==> src/rtl/srst_pkg.sv <==
package srst_pkg;
  typedef enum logic [1:0] {
    SR_IDLE  = 2'd0,
    SR_ARMED = 2'd1,
    SR_FIRE  = 2'd2
  } srst_state_e;
endpackage

==> src/rtl/srst_seq.sv <==
module srst_seq
  import srst_pkg::*;
(
  input  logic clk,
  input  logic rst_n,
  input  logic req,
  input  logic tx_idle,
  input  logic rx_idle,
  output logic pending,
  output logic fire
);
  srst_state_e state_q, state_d;

  always_comb begin
    state_d = state_q;
    unique case (state_q)
      SR_IDLE:  if (req) state_d = SR_ARMED;
      SR_ARMED: if (tx_idle && rx_idle) state_d = SR_FIRE;
      SR_FIRE:  state_d = SR_IDLE;
      default:  state_d = SR_IDLE;
    endcase
  end

  always_ff @(posedge clk or negedge rst_n) begin
    if (!rst_n) state_q <= SR_IDLE;
    else        state_q <= state_d;
  end

  assign pending = (state_q != SR_IDLE);
  assign fire    = (state_q == SR_FIRE);

  // a request accepted when idle shows as pending next cycle
  p_req_sets_r1: assert property (@(posedge clk) disable iff (!rst_n)
    (!pending && req) |=> pending);
  // a pending request holds until its pulse
  p_pend_hold_r2: assert property (@(posedge clk) disable iff (!rst_n)
    (pending && !fire) |=> pending);
  // pulse only after both engines idle with a request pending
  p_fire_gated_r3: assert property (@(posedge clk) disable iff (!rst_n)
    $rose(fire) |-> $past(tx_idle && rx_idle && pending));
  // pulse is one cycle wide
  p_fire_single_r4: assert property (@(posedge clk) disable iff (!rst_n)
    fire |=> !fire);
  // pending clears right after the pulse
  p_clear_after_r5: assert property (@(posedge clk) disable iff (!rst_n)
    fire |=> !pending);
endmodule

==> src/rtl/srst_cfg_bank.sv <==
module srst_cfg_bank #(
  parameter int unsigned NCFG     = 3,
  parameter int unsigned DW       = 32,
  parameter logic [31:0] CFG_BASE = 32'h5A00_0010,
  localparam int unsigned IW      = (NCFG > 1) ? $clog2(NCFG) : 1
) (
  input  logic               clk,
  input  logic               rst_n,
  input  logic               clr,
  input  logic               lock,
  input  logic               we,
  input  logic [IW-1:0]      idx,
  input  logic [DW-1:0]      wdata,
  output logic [NCFG*DW-1:0] q
);
  function automatic logic [NCFG*DW-1:0] all_defaults();
    logic [NCFG*DW-1:0] v;
    v = '0;
    for (int k = 0; k < NCFG; k++) v[k*DW +: DW] = DW'(CFG_BASE + 32'(k + 1));
    return v;
  endfunction

  localparam logic [NCFG*DW-1:0] DEF_FLAT = all_defaults();

  for (genvar k = 0; k < NCFG; k++) begin : g_reg
    always_ff @(posedge clk or negedge rst_n) begin
      if (!rst_n)                               q[k*DW +: DW] <= DEF_FLAT[k*DW +: DW];
      else if (clr)                             q[k*DW +: DW] <= DEF_FLAT[k*DW +: DW];
      else if (we && !lock && idx == IW'(k))    q[k*DW +: DW] <= wdata;
    end
  end

  // registers hold defaults right after a clear
  p_defaults_after_clr_r6: assert property (@(posedge clk) disable iff (!rst_n)
    clr |=> (q == DEF_FLAT));
  // locked bank does not change unless cleared
  p_locked_stable_r7: assert property (@(posedge clk) disable iff (!rst_n)
    (lock && !clr) |=> $stable(q));
endmodule

==> src/rtl/soft_rst_ctrl.sv <==
module soft_rst_ctrl #(
  parameter int unsigned AW       = 4,
  parameter int unsigned DW       = 32,
  parameter int unsigned NCFG     = 3,
  parameter logic [31:0] CFG_BASE = 32'h5A00_0010
) (
  input  logic          clk,
  input  logic          rst_n,
  input  logic          wr_en,
  input  logic [AW-1:0] wr_addr,
  input  logic [DW-1:0] wr_data,
  input  logic [AW-1:0] rd_addr,
  output logic [DW-1:0] rd_data,
  input  logic          tx_idle,
  input  logic          rx_idle,
  output logic          mac_rst
);
  localparam int unsigned IW = (NCFG > 1) ? $clog2(NCFG) : 1;

  logic               ctrl_hit, cfg_hit, req, pending;
  logic [AW-1:0]      cfg_off;
  logic [NCFG*DW-1:0] cfg_q;

  assign ctrl_hit = wr_en && (wr_addr == '0);
  assign cfg_hit  = wr_en && (wr_addr != '0) && (wr_addr <= AW'(NCFG));
  assign req      = ctrl_hit && wr_data[0];
  assign cfg_off  = wr_addr - AW'(1);

  srst_seq u_seq (
    .clk     (clk),
    .rst_n   (rst_n),
    .req     (req),
    .tx_idle (tx_idle),
    .rx_idle (rx_idle),
    .pending (pending),
    .fire    (mac_rst)
  );

  srst_cfg_bank #(
    .NCFG     (NCFG),
    .DW       (DW),
    .CFG_BASE (CFG_BASE)
  ) u_bank (
    .clk   (clk),
    .rst_n (rst_n),
    .clr   (mac_rst),
    .lock  (pending),
    .we    (cfg_hit),
    .idx   (cfg_off[IW-1:0]),
    .wdata (wr_data),
    .q     (cfg_q)
  );

  always_comb begin
    rd_data = '0;
    if (rd_addr == '0) rd_data[0] = pending;
    for (int k = 0; k < NCFG; k++) begin
      if (rd_addr == AW'(k + 1)) rd_data = cfg_q[k*DW +: DW];
    end
  end

  // control register upper bits always read zero
  p_ctrl_upper_zero_r9: assert property (@(posedge clk) disable iff (!rst_n)
    (rd_addr == '0) |-> (rd_data[DW-1:1] == '0));
  // writing zero to an idle controller never starts a request
  p_zero_write_r2: assert property (@(posedge clk) disable iff (!rst_n)
    (!pending && ctrl_hit && !wr_data[0]) |=> !pending);
endmodule

==> config.mk <==
export PLATFORM = sky130hd
export DESIGN_NAME = soft_rst_ctrl
export DESIGN_NICKNAME = d
export VERILOG_FILES = /design/src/rtl/srst_pkg.sv /design/src/rtl/srst_seq.sv /design/src/rtl/srst_cfg_bank.sv /design/src/rtl/soft_rst_ctrl.sv
export SDC_FILE = /design/constraint.sdc
export NUM_CORES = 1
export LEC_CHECK = 0
export BUFFER_PORTS_ARGS = -buffer_cell sky130_fd_sc_hd__buf_4
export CAP_MARGIN = 20
export CORE_MARGIN = 1
export CORE_UTILIZATION = 44
export DETAILED_ROUTE_END_ITERATION = 12
export GPL_ROUTABILITY_DRIVEN = 0
export HOLD_SLACK_MARGIN = 0.1
export SYNTH_ARGS = -nofsm -noshare
export SYNTH_HDL_FRONTEND = slang
export SYNTH_SLANG_ARGS = --single-unit
==> constraint.sdc <==
create_clock -name clk -period 1.8 [get_ports clk]
set_input_delay 0.18 -clock clk [delete_from_list [all_inputs] [get_ports clk]]
set_output_delay 0.18 -clock clk [all_outputs]
set_load 0.02 [all_outputs]
Word-level counts from Yosys, hierarchy flattened
Index checks and enable logic that the tools add are counted.
{"block": "word_totals", "ff_bits": 98, "input_bits": 45, "out_inout_bits": 33, "word_cells": 48}
{"block": "op_classes", "n_addsub": 1, "magnitude_cmp": 1, "n_eq_ne": 9, "mux": 13, "reduce_logical": 20}
{"operator": "$mux W32", "n": 9}
{"operator": "$logic_and A1 B1 Y1", "n": 9}
{"operator": "$eq A4 B2 Y1 const B", "n": 2}
{"operator": "$logic_not A4 Y1", "n": 2}
{"operator": "$reduce_bool A2 Y1", "n": 4}
{"operator": "$eq A2 B1 Y1 const B", "n": 2}
{"operator": "$eq A2 B2 Y1 const B", "n": 2}
{"operator": "$eq A4 B1 Y1 const B", "n": 1}
{"operator": "$le A4 B2 Y1 const B", "n": 1}
{"operator": "$logic_not A2 Y1", "n": 2}
{"operator": "$mux W2", "n": 2}
{"operator": "$pmux W2 S2", "n": 1}
{"operator": "$reduce_bool A4 Y1", "n": 1}
{"operator": "$ne A2 B1 Y1 const B", "n": 1}
{"operator": "$ne A2 B2 Y1 const B", "n": 1}
{"operator": "$reduce_and A2 Y1", "n": 1}
{"operator": "$sub A2 B1 Y2 const B", "n": 1}
{"operator": "$logic_not A1 Y1", "n": 1}
{"operator": "$mux W1", "n": 1}

Depth between registers and ports, before layout
Gate-level depths: netlist of the first run.
{"block": "depth", "word_depth": 7, "depth_mapped": 7, "ltp_nobuf": 4}

By module
Synthesis of the first run repeated with hierarchy kept, for this count alone.
{"block": "hier_totals", "hier_cells": 477, "hier_area_um2": 5367.6}
{"module": "srst_cfg_bank", "n_inst": 1, "cells_each": 352, "area_each_um2": 4336.7, "seq_area_each_um2": 2426.1}
{"module": "soft_rst_ctrl", "n_inst": 1, "cells_each": 118, "area_each_um2": 942.2, "seq_area_each_um2": 0.0}
{"module": "srst_seq", "n_inst": 1, "cells_each": 7, "area_each_um2": 88.8, "seq_area_each_um2": 50.0}

Least setup slack after synthesis of the first run
No wires, ideal clock.
{"block": "synth_timing", "path_type": "register to register", "startpoint": "register u_seq.state_q[1]", "endpoint": "register u_bank.q[50]", "setup_time_ns": 0.126, "arrival_time_ns": 1.500, "t_required_ns": 1.674, "slack_ns": 0.174, "path_stages_with_launch": 7, "n_path_buf": 3, "synth_period_minus_slack_ns": 1.626, "cell_sequence": "dfrtp_1 > buf_6 > or4b_1 > buf_6 > nor2_8 > buf_8 > o21ai_0"}
{"block": "synth_between", "elab_chain_cells": 5, "word_cells_on_any_way": 7, "classes_between": "1 x eq/ne; 1 x mux; 5 x reduce/logical"}
{"item": "start, declared", "line": "srst_seq.sv:12", "rtl": "srst_state_e state_q, state_d;"}
{"item": "start signal, assigned", "line": "srst_seq.sv:26", "rtl": "else state_q <= state_d;"}
{"item": "$reduce_bool A2 Y1", "line": "srst_seq.sv:29", "rtl": "assign pending = (state_q != SR_IDLE);"}
{"item": "$logic_not A1 Y1", "line": "srst_cfg_bank.sv:29", "rtl": "else if (we && !lock && idx == IW'(k)) q[k*DW +: DW] <= wdata;"}
{"item": "$logic_and A1 B1 Y1 (2 in series)", "line": "srst_cfg_bank.sv:29"}
{"item": "$reduce_bool A2 Y1 (no line)"}
{"item": "end signal, assigned by index", "line": "srst_cfg_bank.sv:27", "rtl": "if (!rst_n) q[k*DW +: DW] <= DEF_FLAT[k*DW +: DW];"}
{"item": "end signal, assigned by index", "line": "srst_cfg_bank.sv:28", "rtl": "else if (clr) q[k*DW +: DW] <= DEF_FLAT[k*DW +: DW];"}
{"item": "end signal, assigned by index", "line": "srst_cfg_bank.sv:29"}
{"item": "end, declared", "line": "srst_cfg_bank.sv:14", "rtl": "output logic [NCFG*DW-1:0] q"}
Several ways; a longest one is shown, not always the timed one.
A chain may end at the register's enable or synchronous reset.

Worst setup path in the final report of the first run
{"block": "layout_timing", "startpoint": "register u_seq.state_q[0]", "endpoint": "output rd_data[0]"}
{"block": "layout_between", "elab_chain_cells": 5}
{"item": "$reduce_bool A2 Y1", "line": "srst_seq.sv:29"}
{"item": "$mux W1", "line": "soft_rst_ctrl.sv:56", "rtl": "if (rd_addr == '0) rd_data[0] = pending;"}
{"item": "$mux W32 (3 in series)", "line": "soft_rst_ctrl.sv:58", "rtl": "if (rd_addr == AW'(k + 1)) rd_data = cfg_q[k*DW +: DW];"}
{"item": "end, declared", "line": "soft_rst_ctrl.sv:13", "rtl": "output logic [DW-1:0] rd_data,"}
Every way passes these cells.

==> flow_summary.yaml, run 1 <==
setup_path:
  crit_chain: "or2_4 -> mux4_2 -> nor3b_2 -> buf_4"
  cpPeakStageDelay_ps: 440
  cp_slowest_cell: "mux4_2"
  critical_path.top_delay_family: "multiplexers"
  critical_path_class: "flip-flop to output pin"
  critPathArrivalTime_ps: 1800
  cp_num_buf_inv: 1
  cp-end-kind: "output pin"
  crit_required_ps: 1620
  start_kind: "flip-flop"
  worstPathMaxFanout: 3
sta:
  fin_tns_setup_ps: -2450
  drv_slew: 0
  slew_headroom_pct: 63.6
  post-route-period-util_pct: 110
  fin_crit_ps: 1980
  fin_skew_ps: 9.29
  fmax_mhz: 505
  hold_viol_final: 0
  setup_ws_ps: -178
  rsz0062_at_grt: "yes"
  setup_viol: 24
  timing.hold.ws_ps: 115
  worst_pin_slew_ps: 547
placed_design:
  dp_cells: 751
  port_buffers: 77
  dp_hpwl_um: 8720
drt:
  vias: 4597
  drcViolationCount: 0
  drt-total-wl_um: 14500
  ant_nets: 0
  vias_per_cell: 5.67
  detail_route.first_pass.iterations: 8
  drt-wirelength-per-cell_um: 17.9
  first_iter_violations: 251
run:
  drv_cap: 0
clock_tree:
  insertion_delay_ps: 370
  clock_tree.root_cell: "clkbuf_8"
  cts_tree: "built"
  cts_buffers: 9
  clock_sinks: 98
  cts_buffer_depth: 2
  cts_max_level: 3
  path_clk_slew_ps: 90
power:
  power.density_nw_per_um2: 908
  vdd_ir_drop_max_uv: 542
  p_total_mw: 5.92
  p_leak_nw: 2.83
layout:
  n_antenna_cell: 0
  layout_common_cells: "112 x buf_4, 101 x nand2_1, 86 x o21ai_0, 77 x dfrtp_1, 62 x nand3_1"
  fin_util_pct: 60.4
  fill_cells: 961
  syn_to_final_growth_pct: 34.1
  final_common_cell: "buf_4"
  nets: 711
  final_layout_size_suffix_gt1_share_pct: 27.4
  final_cells: 811
synth:
  synth_cell_types: 34
  syn_area_um2: 4860
  ys_ff_latch: 98
  synth-warning-count: 0
  synth_nets: 592
  postSynthCellCount: 547
  yosysSeqAreaShare_pct: 51.0
  avgSynthCellArea_um2: 8.88
run_status:
  outcome: "finished with violations"
  violations: "setup timing"
worst_hold_path:
  hp-class: "primary input to flip-flop"
global_route:
  grt_pass1_wl_um: 23400
  grt_use_total_pct: 26.4
  first_global_vias: 4575
  grt_max_degree: 53
  grt.overflow.total: 0
  antenna_found_initial: 0
floorplanning:
  rows: 38
  die_area_um2: 11500
  ioPinCount: 78
  die_h_um: 107
  start_util_pct: 45.0
  die_w_um: 107
  core_area_um2: 10800
timing repair:
item,CTS,global route
gates cloned,0,4
endpoints found under the setup margin,2,19
hold buffers,32,0
pin swaps,0,3
endpoints found under the hold margin,93,0
buffers inserted,2,6
resized for setup,7,31
sequential cells by signal, indices dropped and copies added, names as in the netlist:
register       count
u_bank.q          96
u_seq.state_q      2
cells by family (layout without fill, tap and decap cells):
kind of cell / count (synthesis) / in the layout / synth area share [%]
AND/OR/NAND/NOR: 208 / 209 / 20.3
AO/OA/AOI/OAI: 182 / 182 / 22.1
flip-flops: 98 / 98 / 51.0
multiplexers: 4 / 4 / 1.08
buffers and inverters: 55 / 178 / 5.56
cell type report:
type | count | area (um^2) | share of cell area (%)
well taps | 140 | 175 | 2.69
repair buffers | 161 | 1470 | 22.5
flip-flops and latches | 98 | 2480 | 38.0
multi-input cells | 395 | 2210 | 33.9
clock inverters | 3 | 40.0 | 0.614
inverters | 1 | 8.76 | 0.134
clock buffers | 13 | 139 | 2.13
synthesized netlist by cell type, drive strengths merged:
cell	instances	share of area (%)
dfstp	19	10
or4b	2	0.49
o21ai	111	11
nor3	15	1.5
nand2	101	7.8
mux4	1	0.46
clkinv	1	0.077
nand3	62	6.4
or2	1	0.13
dfrtp	79	41
nor3b	5	0.77
a22oi	1	0.15
nand2b	1	0.13
buf	22	3.0
o211ai	14	2.2
nand4bb	1	0.23
or3b	1	0.18
a2bb2oi	31	5.6
mux2i	3	0.62
nor2	15	1.8
clkbuf	32	2.5
nor4bb	1	0.21
nor4b	3	0.67
a211oi	3	0.46
a21oi	22	2.3
per-layer routing:
| layer | part of all wire (%) | vias up | GRT usage [%] |
|---|---|---|---|
| li1 | - | 2191 | - |
| met1 | 46 | 2248 | 36.8 |
| met2 | 48 | 135 | 41.5 |
| met4 | 1.9 | 0 | 10.5 |
| met5 | 0 | - | 0 |
| met3 | 4.0 | 23 | 3.47 |
power breakdown:
| part | internal, mW | total, mW | switching (mW) |
|---|---|---|---|
| combinational | 0.680 | 1.37 | 0.688 |
| sequential | 2.85 | 3.15 | 0.298 |
| clock | 0.643 | 1.40 | 0.761 |
path summary, 6_finish.rpt:
check | from | end | slack (ps) | depth (start not counted)
min in group asynchronous | rst_n | u_bank.q[9] | 320 | 2
max | u_seq.state_q[0] | rd_data[0] | -180 | 4
max in group asynchronous | rst_n | u_bank.q[65] | 780 | 3
max reg2reg | u_seq.state_q[0] | u_bank.q[23] | -170 | 6
min | wr_data[28] | u_bank.q[28] | 110 | 3
min reg2reg | u_seq.state_q[1] | u_seq.state_q[0] | 500 | 1
tightest hold or removal path: cells and delay by family:
kind                   cells  cell delay (ps)
buffers and inverters      1               90
AO/OA/AOI/OAI              1              120
AND/OR/NAND/NOR            1               60
metrics by stage:
step	area, um^2	setup slack [ps]
6_report	6520	-178
5_1_grt	6520	-239
4_1_cts	6350	-199
3_5_place_dp	5810	101
3_3_place_gp	5810	110
2_1_floorplan	4860	174
(Power assumes the default switching activity.)
==> inputs of run 2 (changes only) <==
Settings changed: CELL_PAD_IN_SITES_DETAIL_PLACEMENT set to 1, CELL_PAD_IN_SITES_GLOBAL_PLACEMENT set to 2, CORE_UTILIZATION 44 to 34, PLACE_DENSITY_LB_ADDON set to 0.1.
==> run 2 against run 1 <==
  * The run still ends with setup timing left
  * Maximum frequency increased by 2.3%
  * First-iteration DRC count increased by 4.4%
  * Total power increased by 9.7%
  * Sequential cell count unchanged
  * Die area increased by 29%
  * Routed wire length increased by 14%
  * Highest routed layer unchanged
==> flow_summary.yaml, run 2 (same netlist as run 1, synthesis figures left out) <==
setup_path:
  r2r-start: "u_seq.state_q[1]"
  critPathArrivalTime_ps: 1750
  crit_required_ps: 1620
  start_kind: "flip-flop"
  cp-end-kind: "output pin"
  rrSetupSlack_ps: 50
  worstPathMaxFanout: 2
  critical_path_class: "flip-flop to output pin"
  reg2reg_depth: 5
  r2r_end: "u_bank.q[22]"
layout:
  n_antenna_cell: 0
  multiInputGateArea_um2: 2190
  syn_to_final_growth_pct: 33.8
  largest_reg_flops: 96
  reg_top3: "u_bank.q: 96 flops, u_seq.state_q: 2 flops"
  top_register: "u_bank.q"
  layout_common_cells: "111 x buf_4, 107 x o21ai_0, 101 x nand2_1, 77 x dfrtp_1, 62 x nand3_1"
  nets: 697
  fin_util_pct: 46.7
  fill_cells: 1600
  final_common_cell: "buf_4"
  final_layout_size_suffix_gt1_share_pct: 26.6
  seq_area_um2: 2480
sta:
  rsz0062_at_grt: "yes"
  fin_tns_setup_ps: -135
  setup_viol: 1
  fin_skew_ps: 3.97
  setup_ws_ps: -135
  post-route-period-util_pct: 107
  drv_slew: 0
  slew_headroom_pct: 71.4
  fin_crit_ps: 1930
  hold_viol_final: 0
  worst_pin_slew_ps: 429
  fmax_mhz: 517
drt:
  detail_route.first_pass.iterations: 4
  first_iter_violations: 262
  ant_nets: 0
  vias: 4596
  drt-wirelength-per-cell_um: 19.7
  drcViolationCount: 0
  drt-total-wl_um: 16500
  vias_per_cell: 5.49
global_route:
  grt_util_met3_pct: 2.29
  grt_busiest_layer: "met2"
  antenna_found_initial: 0
  use_met2_pct: 37.8
  met1_usage_pct: 32.5
  grt_max_degree: 47
  grt_use_total_pct: 23.5
  grt.overflow.total: 0
  grt_pass1_wl_um: 26200
  first_global_vias: 4761
floorplanning:
  die_w_um: 122
  core_area_um2: 13900
  ioPinCount: 78
  die_area_um2: 14800
  rows: 43
  die_h_um: 122
  start_util_pct: 34.9
worst_hold_path:
  hp-class: "primary input to flip-flop"
  hold_depth: 3
  min-delay-start: "wr_data[25]"
  hold_end: "u_bank.q[25]"
clock_tree:
  cts_buffers: 9
  cts_buffer_depth: 2
  cts_max_level: 3
  clock_tree.root_cell: "clkbuf_16"
  cts_tree: "built"
  path_clk_slew_ps: 70
  clock_sinks: 98
  insertion_delay_ps: 350
placed_design:
  port_buffers: 77
  pre_cts_ws_ps: 109
  dp_hpwl_um: 10100
power:
  p_leak_nw: 2.81
  p_total_mw: 6.49
  vdd_ir_drop_max_uv: 423
  power.density_nw_per_um2: 998
run_status:
  outcome: "finished with violations"
  violations: "setup timing"
run:
  drv_cap: 0
run 2: changes by cell type in the layout (fill, tap and decap cells not counted), moves of 3 or more:
cell	change
o21ai_0	+21
o21ai_1	-20
clkbuf_16	+7
dlygate4sd3_1	-7
clkbuf_8	-4
buf_6	-3
clkbuf_1	-3
nor3_1	+3
nor3_2	-3
run 2: worst max-delay path, cell delays in order, from the launching register on:
cell and delay (ps):
dfrtp_2 400, or2_4 240, mux4_2 450, nor3b_2 170
buf_4 150
run 2: how the worst max path moves through the flow:
stage | startpoint | end | slack, ps | cells past startpoint
2_1_floorplan | u_seq.state_q[1] | u_bank.q[50] | 170 | 6
4_1_cts | u_seq.state_q[1] | rd_data[0] | -150 | 4
3_5_place_dp | u_seq.state_q[1] | rd_data[0] | 110 | 4
6_report | u_seq.state_q[1] | rd_data[0] | -130 | 4
5_1_grt | u_seq.state_q[1] | rd_data[0] | -170 | 4
3_3_place_gp | u_seq.state_q[1] | rd_data[0] | 120 | 4
run 2: report_power, final:
group          switching (mW)  internal (mW)
Clock                   0.861           1.13
Sequential              0.297           2.85
Combinational           0.702          0.650
Total                    1.86           4.63
run 2: area by class of cell:
class	instances	share of cell area, %
Clock buffer	15	4.58
Clock inverter	1	0.0770
Inverter	1	0.0577
Multi-Input combinational cell	394	33.6
Sequential cell	98	38.1
Tap cell	180	3.46
Timing Repair Buffer	148	20.1
run 2: timing repair:
action	CTS	global route
resized for setup	6	3
cloned	0	0
hold endpoints to repair	78	0
endpoints found under the setup margin	2	28
hold buffers	25	0
buffers inserted	2	2
run 2: per-layer routing:
| layer | vias up | part of all wire (%) | wire [um] |
|---|---|---|---|
| met5 | - | 0 | 0 |
| met2 | 89 | 48 | 7960 |
| met3 | 17 | 2.9 | 476 |
| met4 | 0 | 1.9 | 308 |
| li1 | 2151 | - | - |
| met1 | 2339 | 47 | 7780 |
run 2: per-stage QoR:
stage / instance area, um^2 / hold WS [ps] / instances
floorplan: 4860 / -116 / 547
global placement: 5880 / 153 / 792
detailed placement: 5880 / 154 / 792
CTS: 6470 / 111 / 835
global route: 6500 / 125 / 837
finish: 6500 / 118 / 837
==> inputs of run 3 (changes only) <==
==> constraint.sdc (replaced) <==
create_clock -name clk -period 1.8 [get_ports clk]
set_input_delay 0.36 -clock clk [delete_from_list [all_inputs] [get_ports clk]]
set_output_delay 0.36 -clock clk [all_outputs]
set_load 0.02 [all_outputs]
==> run 3 against run 2 <==
  * The run still ends with setup timing left
  * Combinational power is 16% higher
  * Critical path depth did not move
  * Worst hold slack improved by 130 ps
  * Total power grew 2.7%
  * Sequential cell count is the same
  * Clock-buffer cell count rose by 1
==> flow_summary.yaml, run 3 (same netlist as run 1, synthesis figures left out) <==
sta:
  post-route-period-util_pct: 118
  worst_pin_slew_ps: 508
  fin_tns_setup_ps: -2360
  hold_viol_final: 0
  fin_crit_ps: 2120
  setup_ws_ps: -319
  timing.hold.ws_ps: 251
  fin_skew_ps: 3.00
  rsz0062_at_grt: "yes"
  drv_slew: 0
  slew_headroom_pct: 66.1
  fmax_mhz: 472
  setup_viol: 32
floorplanning:
  die_h_um: 122
  ioPinCount: 78
  start_util_pct: 34.9
  rows: 43
  core_area_um2: 13900
  die_area_um2: 14800
  die_w_um: 122
placed_design:
  pre_cts_ws_ps: -89.0
  place_area_um2: 6090
  port_buffers: 77
  dp_hpwl_um: 10700
power:
  power.density_nw_per_um2: 958
  p_seq_share_pct: 48.5
  vdd_ir_drop_max_uv: 415
  p_sw_mw: 1.98
  swShare_pct: 29.8
  combPwrFrac_pct: 23.5
  power_frac_clock_pct: 28.1
  p_int_mw: 4.68
  p_leak_nw: 2.90
run_status:
  outcome: "finished with violations"
  violations: "setup timing"
drt:
  vias: 4597
  detail_route.first_pass.iterations: 4
  drcViolationCount: 0
  first_iter_violations: 292
  ant_nets: 0
  vias_per_cell: 5.55
  drt-total-wl_um: 17400
  drt-wirelength-per-cell_um: 21.1
worst_hold_path:
  hold_end: "u_bank.q[72]"
  hp-class: "primary input to flip-flop"
  hold_depth: 3
  min-delay-start: "wr_data[8]"
clock_tree:
  cts_buffer_depth: 2
  cts_buffers: 9
  cts_max_level: 3
  clock_sinks: 98
  clock_tree.root_cell: "clkbuf_16"
  cts_tree: "built"
  path_clk_slew_ps: 70
  insertion_delay_ps: 350
layout:
  largest_reg_flops: 96
  final_common_cell: "nand2_1"
  top_register: "u_bank.q"
  final_layout_size_suffix_gt1_share_pct: 34.4
  final_area_um2: 6950
  n_antenna_cell: 0
  layout_common_cells: "100 x nand2_1, 95 x o21ai_0, 79 x buf_4, 79 x dfrtp_1, 62 x nand3_1"
  reg_top3: "u_bank.q: 96 flops, u_seq.state_q: 2 flops"
  nets: 688
  syn_to_final_growth_pct: 43.1
setup_path:
  cp-end-kind: "output pin"
  critical_path_class: "flip-flop to output pin"
  r2r_end: "u_bank.q[22]"
  reg2reg_depth: 5
  crit_required_ps: 1440
  start_kind: "flip-flop"
  cp-startpoint: "u_seq.state_q[1]"
  rrSetupSlack_ps: 80
  critPathArrivalTime_ps: 1760
  r2r-start: "u_seq.state_q[0]"
  worstPathMaxFanout: 2
global_route:
  grt_pass1_wl_um: 27500
  antenna_found_initial: 0
  grt.overflow.total: 0
  grt_use_total_pct: 24.8
  grt_max_degree: 44
  first_global_vias: 4859
run:
  drv_cap: 0
run 3: worst max path at each step:
| stage | to | cells past startpoint |
|---|---|---|
| global route | rd_data[0] | 4 |
| floorplan | rd_data[17] | 4 |
| global placement | rd_data[18] | 6 |
| CTS | rd_data[0] | 4 |
| finish | rd_data[0] | 4 |
| detailed placement | rd_data[17] | 6 |
run 3: per-stage QoR:
stage	cells	utilization, %	power [mW]
after global placement	796	43.7	4.52
after floorplan	547	-	4.00
after global routing	828	49.9	7.02
after detailed placement	796	43.7	4.61
after CTS	822	47.7	6.56
final	828	49.9	6.66
run 3: cell type report:
class	instances	area, um^2
inverter	1	5.00
sequential	98	2480
multi-input combinational	394	2470
tap	180	225
clock buffer	16	272
fill	1570	6980
timing repair buffer	139	1500
run 3: routing by layer:
layer | GRT usage (%) | share of wire [%] | vias up
met4 | 8.72 | 1.7 | 0
met1 | 35.8 | 49 | 2349
met5 | 0 | 0 | -
met3 | 2.57 | 2.9 | 18
li1 | - | - | 2135
met2 | 38.6 | 47 | 95
run 3: what timing repair did:
action	in CTS	in global routing
setup buffers	5	5
endpoints found under the setup margin	34	48
gates resized for setup	41	49
pin swaps	9	7
hold endpoints to repair	27	0
hold buffers	1	0
cloned	4	1
run 3: power groups by stage:
| stage | clock network (mW) | logic, mW | registers, mW |
|---|---|---|---|
| floorplan | 0 | 0.879 | 3.12 |
| global placement | 0 | 1.33 | 3.20 |
| detailed placement | 0 | 1.39 | 3.23 |
| CTS | 1.90 | 1.45 | 3.20 |
| global route | 1.99 | 1.73 | 3.30 |
| finish | 1.87 | 1.57 | 3.23 |
run 3: worst max-delay path, stage by stage, from the launching register on:
cell     delay (ps)
dfrtp_1         380
or2_4           250
mux4_2          480
nor3b_4         170
buf_6           120
